===== config.mk =====
export PLATFORM = sky130hd
export DESIGN_NAME = qr_cycle_ctrl
export DESIGN_NICKNAME = d
export VERILOG_FILES = /design/src/rtl/qr_pkg.sv /design/src/rtl/qr_valley_mem.sv /design/src/rtl/qr_skip_hyst.sv /design/src/rtl/qr_off_timer.sv /design/src/rtl/qr_cycle_ctrl.sv
export SDC_FILE = /design/constraint.sdc
export NUM_CORES = 1
export LEC_CHECK = 0
export BUFFER_PORTS_ARGS = -buffer_cell sky130_fd_sc_hd__buf_2
export CAP_MARGIN = 10
export CORE_UTILIZATION = 40
export DETAILED_ROUTE_END_ITERATION = 16
export GPL_ROUTABILITY_DRIVEN = 0
export PLACE_DENSITY_LB_ADDON = 0.1
export SYNTH_ARGS = -nofsm -noshare
export SYNTH_HDL_FRONTEND = slang
export SYNTH_SLANG_ARGS = --single-unit

===== constraint.sdc =====
create_clock -name clk -period 1.85 [get_ports clk]
set_clock_uncertainty 0.15 [all_clocks]
set_input_delay 0.37 -clock clk [delete_from_list [all_inputs] [get_ports clk]]
set_output_delay 0.37 -clock clk [all_outputs]
set_load 0.005 [all_outputs]

===== src/rtl/qr_pkg.sv =====
package qr_pkg;
  typedef enum logic {PH_OFF = 1'b0, PH_ON = 1'b1} qr_phase_e;
endpackage


===== src/rtl/qr_valley_mem.sv =====
module qr_valley_mem (
  input  logic clk,
  input  logic rst,
  input  logic aux_hi,
  input  logic arm,
  input  logic clr,
  output logic valley_now,
  output logic pend
);
  logic aux_d;

  always_ff @(posedge clk) begin
    if (rst) aux_d <= 1'b0;
    else     aux_d <= aux_hi;
  end

  assign valley_now = aux_d & ~aux_hi;

  // A valley seen while turn-on is blocked is held until used.
  always_ff @(posedge clk) begin
    if (rst || clr)             pend <= 1'b0;
    else if (arm && valley_now) pend <= 1'b1;
  end
endmodule


===== src/rtl/qr_skip_hyst.sv =====
module qr_skip_hyst (
  input  logic clk,
  input  logic rst,
  input  logic clr,
  input  logic below_lo,
  input  logic above_hi,
  output logic skip_act
);
  always_ff @(posedge clk) begin
    if (rst || clr)    skip_act <= 1'b0;
    else if (above_hi) skip_act <= 1'b0;
    else if (below_lo) skip_act <= 1'b1;
  end
endmodule


===== src/rtl/qr_off_timer.sv =====
module qr_off_timer #(
  parameter int MIN_OFF = 1538,
  parameter int OVP_DLY = 210,
  parameter int RESTART = 2400
) (
  input  logic clk,
  input  logic rst,
  input  logic load,
  output logic min_ok,
  output logic restart_due,
  output logic ovp_tick
);
  localparam int W = $clog2(RESTART + 1);
  localparam logic [W-1:0] MIN_C = W'(MIN_OFF);
  localparam logic [W-1:0] OVP_C = W'(OVP_DLY);
  localparam logic [W-1:0] RST_C = W'(RESTART);

  logic [W-1:0] cnt;

  // cnt equals the number of low cycles elapsed at the edge where it is read.
  always_ff @(posedge clk) begin
    if (rst || load)    cnt <= W'(1);
    else if (cnt < RST_C) cnt <= cnt + W'(1);
  end

  assign min_ok      = (cnt >= MIN_C);
  assign restart_due = (cnt >= RST_C);
  assign ovp_tick    = (cnt == OVP_C);
endmodule


===== src/rtl/qr_cycle_ctrl.sv =====
module qr_cycle_ctrl
  import qr_pkg::*;
#(
  parameter int MIN_OFF_CYC = 1538,
  parameter int BLANK_CYC   = 18,
  parameter int OVP_DLY_CYC = 210,
  parameter int RESTART_CYC = 2400
) (
  input  logic clk,
  input  logic rst,
  input  logic en,
  input  logic aux_hi,
  input  logic pwm_trip,
  input  logic ilim_trip,
  input  logic skip_lo,
  input  logic skip_hi,
  input  logic ovp_hi,
  output logic gate,
  output logic cs_dis,
  output logic lim_strobe,
  output logic ovp_fault
);
  localparam int ON_W = $clog2(BLANK_CYC + 1);
  localparam logic [ON_W-1:0] BLANK_C = ON_W'(BLANK_CYC);

  qr_phase_e       phase;
  logic [ON_W-1:0] on_cnt;
  logic            ovp_armed;
  logic            valley_now, pend, skip_act;
  logic            min_ok, restart_due, ovp_tick;
  logic            turn_on, turn_off, blank_done;

  assign blank_done = (on_cnt >= BLANK_C);
  assign turn_on    = en && (phase == PH_OFF) && !skip_act &&
                      (restart_due || (min_ok && (valley_now || pend)));
  assign turn_off   = en && (phase == PH_ON) && blank_done &&
                      (pwm_trip || ilim_trip);

  qr_valley_mem u_valley (
    .clk        (clk),
    .rst        (rst),
    .aux_hi     (aux_hi),
    .arm        (en && (phase == PH_OFF)),
    .clr        (!en || turn_on),
    .valley_now (valley_now),
    .pend       (pend)
  );

  qr_skip_hyst u_skip (
    .clk      (clk),
    .rst      (rst),
    .clr      (!en),
    .below_lo (skip_lo),
    .above_hi (skip_hi),
    .skip_act (skip_act)
  );

  qr_off_timer #(
    .MIN_OFF (MIN_OFF_CYC),
    .OVP_DLY (OVP_DLY_CYC),
    .RESTART (RESTART_CYC)
  ) u_timer (
    .clk         (clk),
    .rst         (rst),
    .load        (!en || turn_off),
    .min_ok      (min_ok),
    .restart_due (restart_due),
    .ovp_tick    (ovp_tick)
  );

  always_ff @(posedge clk) begin
    if (rst) begin
      phase      <= PH_OFF;
      on_cnt     <= '0;
      cs_dis     <= 1'b1;
      lim_strobe <= 1'b0;
      ovp_armed  <= 1'b0;
      ovp_fault  <= 1'b0;
    end else begin
      lim_strobe <= turn_off && ilim_trip;
      if (!en) begin
        phase     <= PH_OFF;
        on_cnt    <= '0;
        cs_dis    <= 1'b1;
        ovp_armed <= 1'b0;
      end else if (turn_on) begin
        phase  <= PH_ON;
        on_cnt <= ON_W'(1);
        cs_dis <= 1'b1;
      end else if (turn_off) begin
        phase     <= PH_OFF;
        cs_dis    <= 1'b1;
        ovp_armed <= 1'b1;
      end else if (phase == PH_ON) begin
        if (!blank_done) on_cnt <= on_cnt + ON_W'(1);
        cs_dis <= (on_cnt < BLANK_C);
      end else begin
        cs_dis <= 1'b1;
        if (ovp_armed && ovp_tick) begin
          ovp_armed <= 1'b0;
          if (ovp_hi) ovp_fault <= 1'b1;
        end
      end
    end
  end

  assign gate = (phase == PH_ON);
endmodule


---- Word level (Yosys, flattened, before mapping) ----
Index checks and enable logic that the tools add are counted.
cells by class
  bitwise operators ....................... 7
  equality and inequality tests ........... 4
  magnitude comparators ................... 5
  add/subtract/negate cells ............... 2
  muxes and demuxes ....................... 9
  reduce and logical (&&, ||, !) cells .... 31
operator list
  kind                   count
  $add 12x1->12 const B  1
  $eq 12x8->1 const B    1
  $ge 12x11->1 const B   1
  $ge 12x12->1 const B   1
  $lt 12x12->1 const B   1
  $logic_and 1x1->1      10
  $mux 1                 9
  $reduce_and 3->1       3
  $logic_or 1x1->1       8
  $not 1->1              6
  $reduce_and 6->1       1
  $reduce_bool 2->1      3
  $add 5x1->5 const B    1
  $ge 5x5->1 const B     1
  $lt 5x5->1 const B     1
  $reduce_or 5->1        1
  $ne 2x2->1 const B     2
  $reduce_or 2->1        2
  $reduce_or 3->1        1
  $logic_not 1->1        2
  $ne 2x1->1 const B     1
  $and 1x1->1            1
storage, ports and cells
  output and inout bits ................... 4
  word-level logic and storage cells ...... 69
  flip-flop bits (word level) ............. 25

---- Logic depth before layout (Yosys ltp) ----
Gate-level depths: netlist of run 1.
  depth after elaboration ................. 8
  gate-level depth with buffers ........... 7
  mapped depth without buffers ............ 6

---- Hierarchy ----
A second synthesis of run 1 with hierarchy kept.
second synthesis, totals
  cells, all modules ...................... 147
  area, all modules ....................... 1318.8 µm²
by module, submodules not included
  module         cells each  instances  area each (µm²)  sequential area each (µm²)
  qr_off_timer   80          1          656.9            240.2
  qr_cycle_ctrl  57          1          534.3            200.2
  qr_valley_mem  7           1          91.3             40.0
  qr_skip_hyst   3           1          36.3             20.0

---- Least setup slack after synthesis of run 1 ----
Ideal clock, no wire load.
  path kind ............................... reg2reg
  from .................................... register on_cnt[0]
  to ...................................... register u_timer.cnt[2]
  required time ........................... 1.629 ns
  arrival time ............................ 1.479 ns
  path slack .............................. 0.151 ns
  cell stages (with the launch flop) ...... 8
  library setup time ...................... 0.071 ns
  cell sequence ........................... dfxtp_1 -> inv_1 -> ha_1 -> o41a_2 -> nand3_1 -> nand2b_1 -> clkbuf_1 -> a21oi_1
between the ends
  word-level cells in the longest chain between the ends .. 5
RTL lines
  what                            RTL line             RTL
  from (decl)                     qr_cycle_ctrl.sv:27  logic [ON_W-1:0] on_cnt;
  from (signal assigned)          qr_cycle_ctrl.sv:95  if (!blank_done) on_cnt <= on_cnt + ON_W'(1);
  $ge 5x5->1                      qr_cycle_ctrl.sv:33  assign blank_done = (on_cnt >= BLANK_C);
  $logic_and 1x1->1 (2 in a row)  qr_cycle_ctrl.sv:36  assign turn_off = en && (phase == PH_ON) && blank_done &&
  $logic_or 1x1->1                qr_cycle_ctrl.sv:65  .load (!en || turn_off),
  $logic_or 1x1->1                qr_off_timer.sv:22   if (rst || load) cnt <= W'(1);
  to (signal assigned)            qr_off_timer.sv:23   else if (cnt < RST_C) cnt <= cnt + W'(1);
  to (decl)                       qr_off_timer.sv:18   logic [W-1:0] cnt;
Every way passes these cells.
A chain may end at the register's enable or synchronous reset.

---- Worst setup path in the final report of run 1 ----
  from .................................... register u_timer.cnt[8]
  to ...................................... register u_timer.cnt[8]
between the ends
  word-level cells in the longest chain between the ends .. 1
  elaborated cells between the ends (all ways) .. 2
  classes of those cells .................. 1 x add/sub; 1 x order compare
RTL lines
  what                                           RTL line
  $add 12x1->12 or $lt 12x12->1 (tied branches)  qr_off_timer.sv:23
Several ways; a longest one is shown, not always the timed one.

==> results of run 1 <==
cell usage in the layout (no fill, tap or decap), types with 2 or more instances in the layout:
master / Yosys / routed
xnor2_1: 5 / 5
dfxtp_2: 0 / 2
or4_1: 3 / 3
nor2_1: 6 / 6
a21oi_1: 10 / 10
nand2_1: 6 / 6
buf_2: 1 / 12
nand3_1: 6 / 6
buf_4: 0 / 11
o21a_1: 2 / 2
clkbuf_4: 0 / 3
dfxtp_1: 25 / 22
ha_1: 5 / 5
a41oi_1: 2 / 2
nand2b_1: 2 / 2
a31oi_1: 2 / 2
inv_1: 7 / 7
nor3_1: 9 / 8
nand4_1: 3 / 3
or3_1: 6 / 6
o21ai_0: 6 / 6
o31ai_1: 2 / 2
kinds of logic (layout without fill, tap and decap cells):
family	count (synthesis)	count (layout)
compound gates	36	36
xor+xnor	5	5
fa+ha+maj	5	5
buf+inv	13	35
flops	25	25
mux	1	1
simple gates	54	54
final timing paths:
path	from	slack, ns	depth (start not counted)	to
max	u_timer.cnt[8]	0.08	5	u_timer.cnt[8]
min reg2reg	ovp_armed	0.34	2	ovp_armed
max reg2reg	u_timer.cnt[8]	0.08	5	u_timer.cnt[8]
min	skip_hi	0.04	2	u_skip.skip_act
what timing repair did:
action	4_1_cts	5_1_grt
gates resized for setup	0	6
endpoints found under the setup margin	0	5
setup buffers	0	1
area by class of cell:
cell class	instances	area (µm²)	area share (%)
Multi-Input combinational cell	101	711.9	48.06
Sequential cell	25	506.7	34.21
Timing Repair Buffer	24	153.9	10.39
Tap cell	44	55.05	3.716
Inverter	7	26.28	1.774
Clock buffer	3	22.52	1.520
Clock inverter	1	5.005	0.3378
worst max-delay path: cells and delay by family (launching register included):
kind	cells	cell delay, ns
buffers and inverters	1	0.16
DFF	1	0.38
and+or+nand+nor	1	0.50
AOI/OAI and AO/OA	3	0.52
stage by stage:
step                setup slack (ns)  power [W]  cell area, µm²
finish                       0.08029  0.0008443            1481
global route               -0.009018  0.0008848            1481
CTS                          0.06955  0.0008582            1459
detailed placement           0.09736  0.0006108            1431
global placement              0.1237  0.0006102            1431
floorplan                     0.1507  0.0005926            1290
sequential cells by signal, summed over array words and instances (netlist names):
name,flops
gate,1
u_timer.cnt,12
lim_strobe,1
u_valley.aux_d,1
cs_dis,1
u_skip.skip_act,1
ovp_armed,1
ovp_fault,1
on_cnt,5
u_valley.pend,1
power groups by stage:
stage               Sequential, W  Clock (W)  Combinational, W
floorplan                0.000561          0         0.0000321
global placement         0.000562          0         0.0000483
detailed placement       0.000562          0         0.0000486
CTS                      0.000550   0.000259         0.0000490
global route             0.000551   0.000280         0.0000543
finish                   0.000549   0.000247         0.0000483
layer usage:
layer  GRT usage (%)  part of all wire (%)  vias to the layer above
met1           23.51                    49                      501
met2           25.81                    47                       15
li1                -                     -                      555
met5               0                     0                        -
met4           6.122                  0.81                        0
met3           1.978                   3.2                        2
==> reports/qor.yml, run 1 <==
run_status: "completed"
die_h_um: 58.79
worstMarginPinSlew_ns: 0.3447
vias_per_cell: 5.234
ir_drop_v: 0.0002361
start_kind: "flop"
netlist_top_cells_area: "dfxtp_1, ha_1, a21oi_1"
synth_compound_area_share_pct: 20.95
vias: 1073
fin_cells: 205
drt_iter0_markers: 24
synthMuxAreaShare_pct: 0.7759
crit_chain: "a211oi_1, a21boi_1, buf_6, or4_1, a21oi_1"
synth_most_common_cell: "dfxtp_1"
power_density_nw_per_um2: 569.9
clk_pin_slew_worst_paths_ns: 0.14
avgSynthCellArea_um2: 9.280
p_comb_share_pct: 5.7
track_usage_pct: 16.61
synthArstFlopShare_pct: 0
antenna_found_initial: 0
cts_buffer_depth: 2
ys_ff_latch: 25
worstPathRequired_ns: 1.95
cts.sinks: 25
fmax_mhz: 565.1
yosys.area.top_type: "dfxtp_1"
placed_cells: 200
setup_tns_ns: 0
wirelength_um: 2588
finalSetupViolCount: 0
synthAdderAreaFrac_pct: 4.850
num-fill-cells: 325
path_max_fanout: 16
power_frac_clock_pct: 29.2
power_leakage_nw: 0.5529
synth_cell_type_count: 48
seq_power_share_pct: 65.0
period_minus_slack_ns: 1.770
core_area_um2: 3053
hold_class: "input pin to flop"
die_area_um2: 3456
switching_share_pct: 23.36
drtPass1Iterations: 4
arrival_ns: 1.87
cts_buffers: 3
io_pins: 13
finalHoldViolations: 0
synth_top_area_share_pct: 38.80
port_buffers: 12
synthFlopType: "dfxtp_1"
critPathCaptureType: "flop"
synth_nets: 153
synthCells: 139
finalMaxSlewViolations: 0
row_count: 20
nNetsFinal: 176
grt_pass1_vias: 991
grt-ovfl-total: 0
ys_seq_area_share_pct: 38.80
cts_tree: "built"
fin_crit_sh_pct: 95.66
slew_headroom_pct: 76.97
cellInternalPower_w: 0.0006471
hpwl_um: 1900
diodes: 0
cpMaxStageDelayCell: "or4_1"
drv_cap: 0
synth_edf_count: 0
h-tree-depth: 1
postCtsHoldBufs: 0
synthXorXnorAreaFrac_pct: 3.395
clk_latency_ns: 0.31
drc: 0
utilization_pct: 48.52
synth_top_cells_by_count: "dfxtp_1, a21oi_1, nor3_1"
whs_ns: 0.04383
synthSimpleGateAreaFrac_pct: 24.83
wl_per_cell_um: 12.62
grt_start_max_net_pins: 17
yosys_warnings: 0
drive_gt1_share_pct: 27.33
syn_area_um2: 1290
grt_pass1_wl_um: 4416
p_sw_w: 0.0001972
critPathMaxStageDelay_ns: 0.50
root_buffer: "clkbuf_4"
ant_nets: 0
die_x_um: 58.79
synth_top_family_by_area: "simple AND/OR/NAND/NOR gates"
worst-setup-path-type: "flop to flop"
start_util_pct: 42.25
area.growth.synth_to_final_pct: 14.84
Power figures use the tool's default switching activity.
==> run 2, diff against run 1 <==
Settings changed: PLACE_DENSITY_LB_ADDON 0.1 to not set.
==> reports/qor.yml, run 2 (synthesis gave the netlist of run 1 again) <==
run_status: "completed"
vias: 1095
cts.sinks: 25
met3_usage_pct: 3.956
drv_cap: 0
drive_gt1_share_pct: 26.54
cts_tree: "built"
finalSetupViolCount: 0
track_usage_pct: 16.44
slew_headroom_pct: 78.99
critPathCaptureType: "flop"
postLayoutCellArea_um2: 1480
port_buffers: 12
cts_resized: 0
die_h_um: 58.79
top_register: "u_timer.cnt"
p_total_w: 0.0008401
cts_buffers: 3
grt_pass1_wl_um: 4312
r2r_start: "u_timer.cnt[8]"
cpMaxStageDelayCell: "or4_4"
crit_chain: "or4_4, o2111ai_2, a21oi_2, o21ba_1"
startpoint: "u_timer.cnt[8]"
period_minus_slack_ns: 1.748
hold_class: "input pin to flop"
drtPass1Iterations: 4
fmax_mhz: 572.2
grt_pass1_vias: 1023
grt_start_max_net_pins: 14
met2_usage_pct: 29.06
wirelength_um: 2658
root_buffer: "clkbuf_4"
power_leakage_nw: 0.5523
ant_nets: 0
path_max_fanout: 7
power_density_nw_per_um2: 567.5
finalMaxSlewViolations: 0
min_path_cells: 2
critPathMaxStageDelay_ns: 0.55
core_area_um2: 3053
clk_latency_ns: 0.32
fin_crit_sh_pct: 94.46
arrival_ns: 1.81
finalHoldViolations: 0
area.growth.synth_to_final_pct: 14.74
start_util_pct: 42.25
nNetsFinal: 177
die_x_um: 58.79
largest_reg_flops: 12
dpl_cell_area_um2: 1446
start_kind: "flop"
layout_common_cells: "dfxtp_1, buf_4, buf_2"
ir_drop_v: 0.0003989
die_area_um2: 3456
r2r-end: "gate"
clk_pin_slew_worst_paths_ns: 0.13
row_count: 20
reg_top3: "u_timer.cnt: 12 flops, on_cnt: 5 flops"
holdPathEnd: "u_skip.skip_act"
h-tree-depth: 1
hpwl_um: 2080
rsz0062_at_grt: "no"
cts_setup_buffers: 0
worst-setup-path-type: "flop to flop"
final_common_cell: "dfxtp_1"
worstMarginPinSlew_ns: 0.3145
busiest_layer: "met2"
drc: 0
met1_usage_pct: 19.54
place_ws_ns: 0.09192
min_from: "skip_hi"
ff2ff_setup_slack_ns: 0.10
setup_ws_ns: 0.1024
cts_buffer_depth: 2
wl_per_cell_um: 12.90
worstPathRequired_ns: 1.92
postCtsHoldBufs: 0
diodes: 0
reg2regPathDepth: 4
drt_iter0_markers: 38
vias_per_cell: 5.316
grt-ovfl-total: 0
antenna_found_initial: 0
io_pins: 13
setup_tns_ns: 0
==> run 2: cell type report <==
class / count / area, µm²
inverters: 7 / 26.28
repair buffers: 25 / 157.7
well taps: 44 / 55.05
clock buffers: 4 / 26.28
flip-flops and latches: 25 / 503.0
fillers: 309 / 1573
multi-input cells: 101 / 711.9
==> run 2: worst max-delay path by stage <==
stage / cells after the start / end / slack, ns
floorplan: 7 / u_timer.cnt[2] / 0.15
global placement: 4 / gate / 0.14
detailed placement: 5 / u_timer.cnt[6] / 0.09
CTS: 5 / u_timer.cnt[6] / 0.05
global route: 6 / ovp_fault / 0.01
finish: 4 / gate / 0.10
==> run 2: routing by layer <==
layer / up-vias / wire length, µm
met4: 0 / 19
met5: - / 0
met3: 2 / 57
met1: 520 / 1271
met2: 8 / 1309
li1: 565 / -
==> run 2: critical path: cells and delay by family (launching register included) <==
family / cells / cell delay (ns)
AO/OA/AOI/OAI: 3 / 0.56
flip-flops: 1 / 0.38
AND/OR/NAND/NOR: 1 / 0.55
==> run 2: per-stage QoR <==
step | std cells | util (%) | hold WS (ns)
2_1_floorplan | 139 | - | 0.2916
3_3_place_gp | 202 | 47.38 | 0.3120
3_5_place_dp | 202 | 47.38 | 0.3263
4_1_cts | 206 | 48.24 | 0.03317
5_1_grt | 206 | 48.48 | 0.02337
6_report | 206 | 48.48 | 0.04263
==> run 2: report_power, final <==
group | internal, W | switching (W)
registers | 0.000544 | 0.00000532
clock network | 0.0000842 | 0.000156
logic | 0.0000251 | 0.0000256
total | 0.000653 | 0.000187
==> run 3, diff against run 2 <==
Settings changed: RECOVER_POWER set to 100.
==> reports/qor.yml, run 3 (synthesis gave the netlist of run 1 again) <==
hold_class: "input pin to flop"
r2r_start: "u_timer.cnt[6]"
clk_pin_slew_worst_paths_ns: 0.14
multi_input_area_um2: 711.9
drive_gt1_share_pct: 24.07
vias: 1104
final_common_cell: "dfxtp_1"
grt-ovfl-total: 0
port_buffers: 12
cp_top_family: "simple AND/OR/NAND/NOR gates"
start_kind: "flop"
die_area_um2: 3456
area.growth.synth_to_final_pct: 13.97
drv_cap: 0
cts_tree: "built"
track_usage_pct: 16.44
drt_iter0_markers: 38
path_depth: 4
finalHoldViolations: 0
dpl_cell_area_um2: 1446
drtPass1Iterations: 4
grt_start_max_net_pins: 14
h-tree-depth: 1
fin_crit_sh_pct: 95.02
cts_buffers: 3
grt_pass1_wl_um: 4312
layout_common_cells: "dfxtp_1, a21oi_1, buf_2, buf_4, nor3_1"
core_area_um2: 3053
min_path_cells: 2
rsz0062_at_grt: "no"
r2r-end: "gate"
power_leakage_nw: 0.5366
finalMaxSlewViolations: 0
diodes: 0
critical_path_buf_inv_count: 0
clk_latency_ns: 0.32
cts_buffer_depth: 2
antenna_found_initial: 0
path_max_fanout: 6
ant_nets: 0
postLayoutCellArea_um2: 1470
critPathMaxStageDelay_ns: 0.58
arrival_ns: 1.82
die_h_um: 58.79
slew_headroom_pct: 79.06
cpMaxStageDelayCell: "or4_1"
crit_chain: "or4_1, o2111ai_2, a21oi_2, o21ba_1"
ff2ff_setup_slack_ns: 0.09
hpwl_um: 2080
drc: 0
wirelength_um: 2675
top_register: "u_timer.cnt"
reg_top3: "u_timer.cnt: 12 flops, on_cnt: 5 flops"
grt_pass1_vias: 1023
busiest_layer: "met2"
met3_usage_pct: 3.956
setup_tns_ns: 0
worstPathRequired_ns: 1.92
ir_drop_v: 0.0003989
postCtsHoldBufs: 0
io_pins: 13
die_x_um: 58.79
largest_reg_flops: 12
register_area_um2: 503.0
num-fill-cells: 311
cts.sinks: 25
worstMarginPinSlew_ns: 0.3134
fmax_mhz: 568.9
vias_per_cell: 5.359
startpoint: "u_timer.cnt[6]"
power_density_nw_per_um2: 570.9
reg2regPathDepth: 4
root_buffer: "clkbuf_4"
nNetsFinal: 177
worst-setup-path-type: "flop to flop"
critPathCaptureType: "flop"
finalSetupViolCount: 0
critical_path.endpoint: "gate"
met1_usage_pct: 19.54
row_count: 20
wl_per_cell_um: 12.99
start_util_pct: 42.25
run_status: "completed"
period_minus_slack_ns: 1.758
met2_usage_pct: 29.06
run 3: changes by cell type in the layout (fill, tap and decap cells not counted):
| cell | delta |
|---|---|
| clkbuf_1 | +4 |
| buf_4 | -3 |
| buf_2 | -2 |
| clkbuf_4 | +1 |
run 3: worst min-delay path by stage:
stage,endpoint,from
global route,u_skip.skip_act,skip_hi
floorplan,u_valley.aux_d,rst
detailed placement,ovp_armed,ovp_armed
global placement,ovp_armed,ovp_armed
finish,u_skip.skip_act,skip_hi
CTS,u_skip.skip_act,skip_hi
run 3: worst reg2reg max path: cells and delay by family, from the launching register on:
| kind | cells | cell delay (ns) |
|---|---|---|
| simple gates | 1 | 0.58 |
| compound gates | 3 | 0.55 |
| flops | 1 | 0.38 |
run 3: where the power goes:
| part | switching (W) | internal (W) | total, W |
|---|---|---|---|
| clock | 0.000156 | 0.0000842 | 0.000240 |
| sequential | 0.00000533 | 0.000544 | 0.000549 |
| combinational | 0.0000257 | 0.0000242 | 0.0000499 |
run 3: final cells by class:
class / count / share of cell area, %
Clock buffer: 4 / 1.787
Timing Repair Buffer: 25 / 10.04
Tap cell: 44 / 3.745
Inverter: 7 / 1.787
Sequential cell: 25 / 34.21
Multi-Input combinational cell: 101 / 48.43
run 3: per-stage QoR:
step | power, W | worst slack [ns] | utilization (%) | hold WS (ns) | std cells
after detailed placement | 0.0006127 | 0.09192 | 47.38 | 0.3263 | 202
final | 0.0008393 | 0.09214 | 48.16 | 0.04285 | 206
after global routing | 0.0008744 | 0.01121 | 48.16 | 0.02337 | 206
after floorplan | 0.0005926 | 0.1507 | - | 0.2916 | 139
after CTS | 0.0008572 | 0.04799 | 48.24 | 0.03317 | 206
after global placement | 0.0006107 | 0.1362 | 47.38 | 0.3120 | 202
run 3: per-layer routing:
metal / wire length [µm] / part of all wire, %
met5: 0 / 0
met4: 19 / 0.71
met3: 63 / 2.4
met2: 1322 / 49
met1: 1269 / 47
run 3: what timing repair did:
item                       in CTS  in global routing
gates resized for setup         0                  3
setup endpoints to repair       0                  2
setup buffers                   0                  0
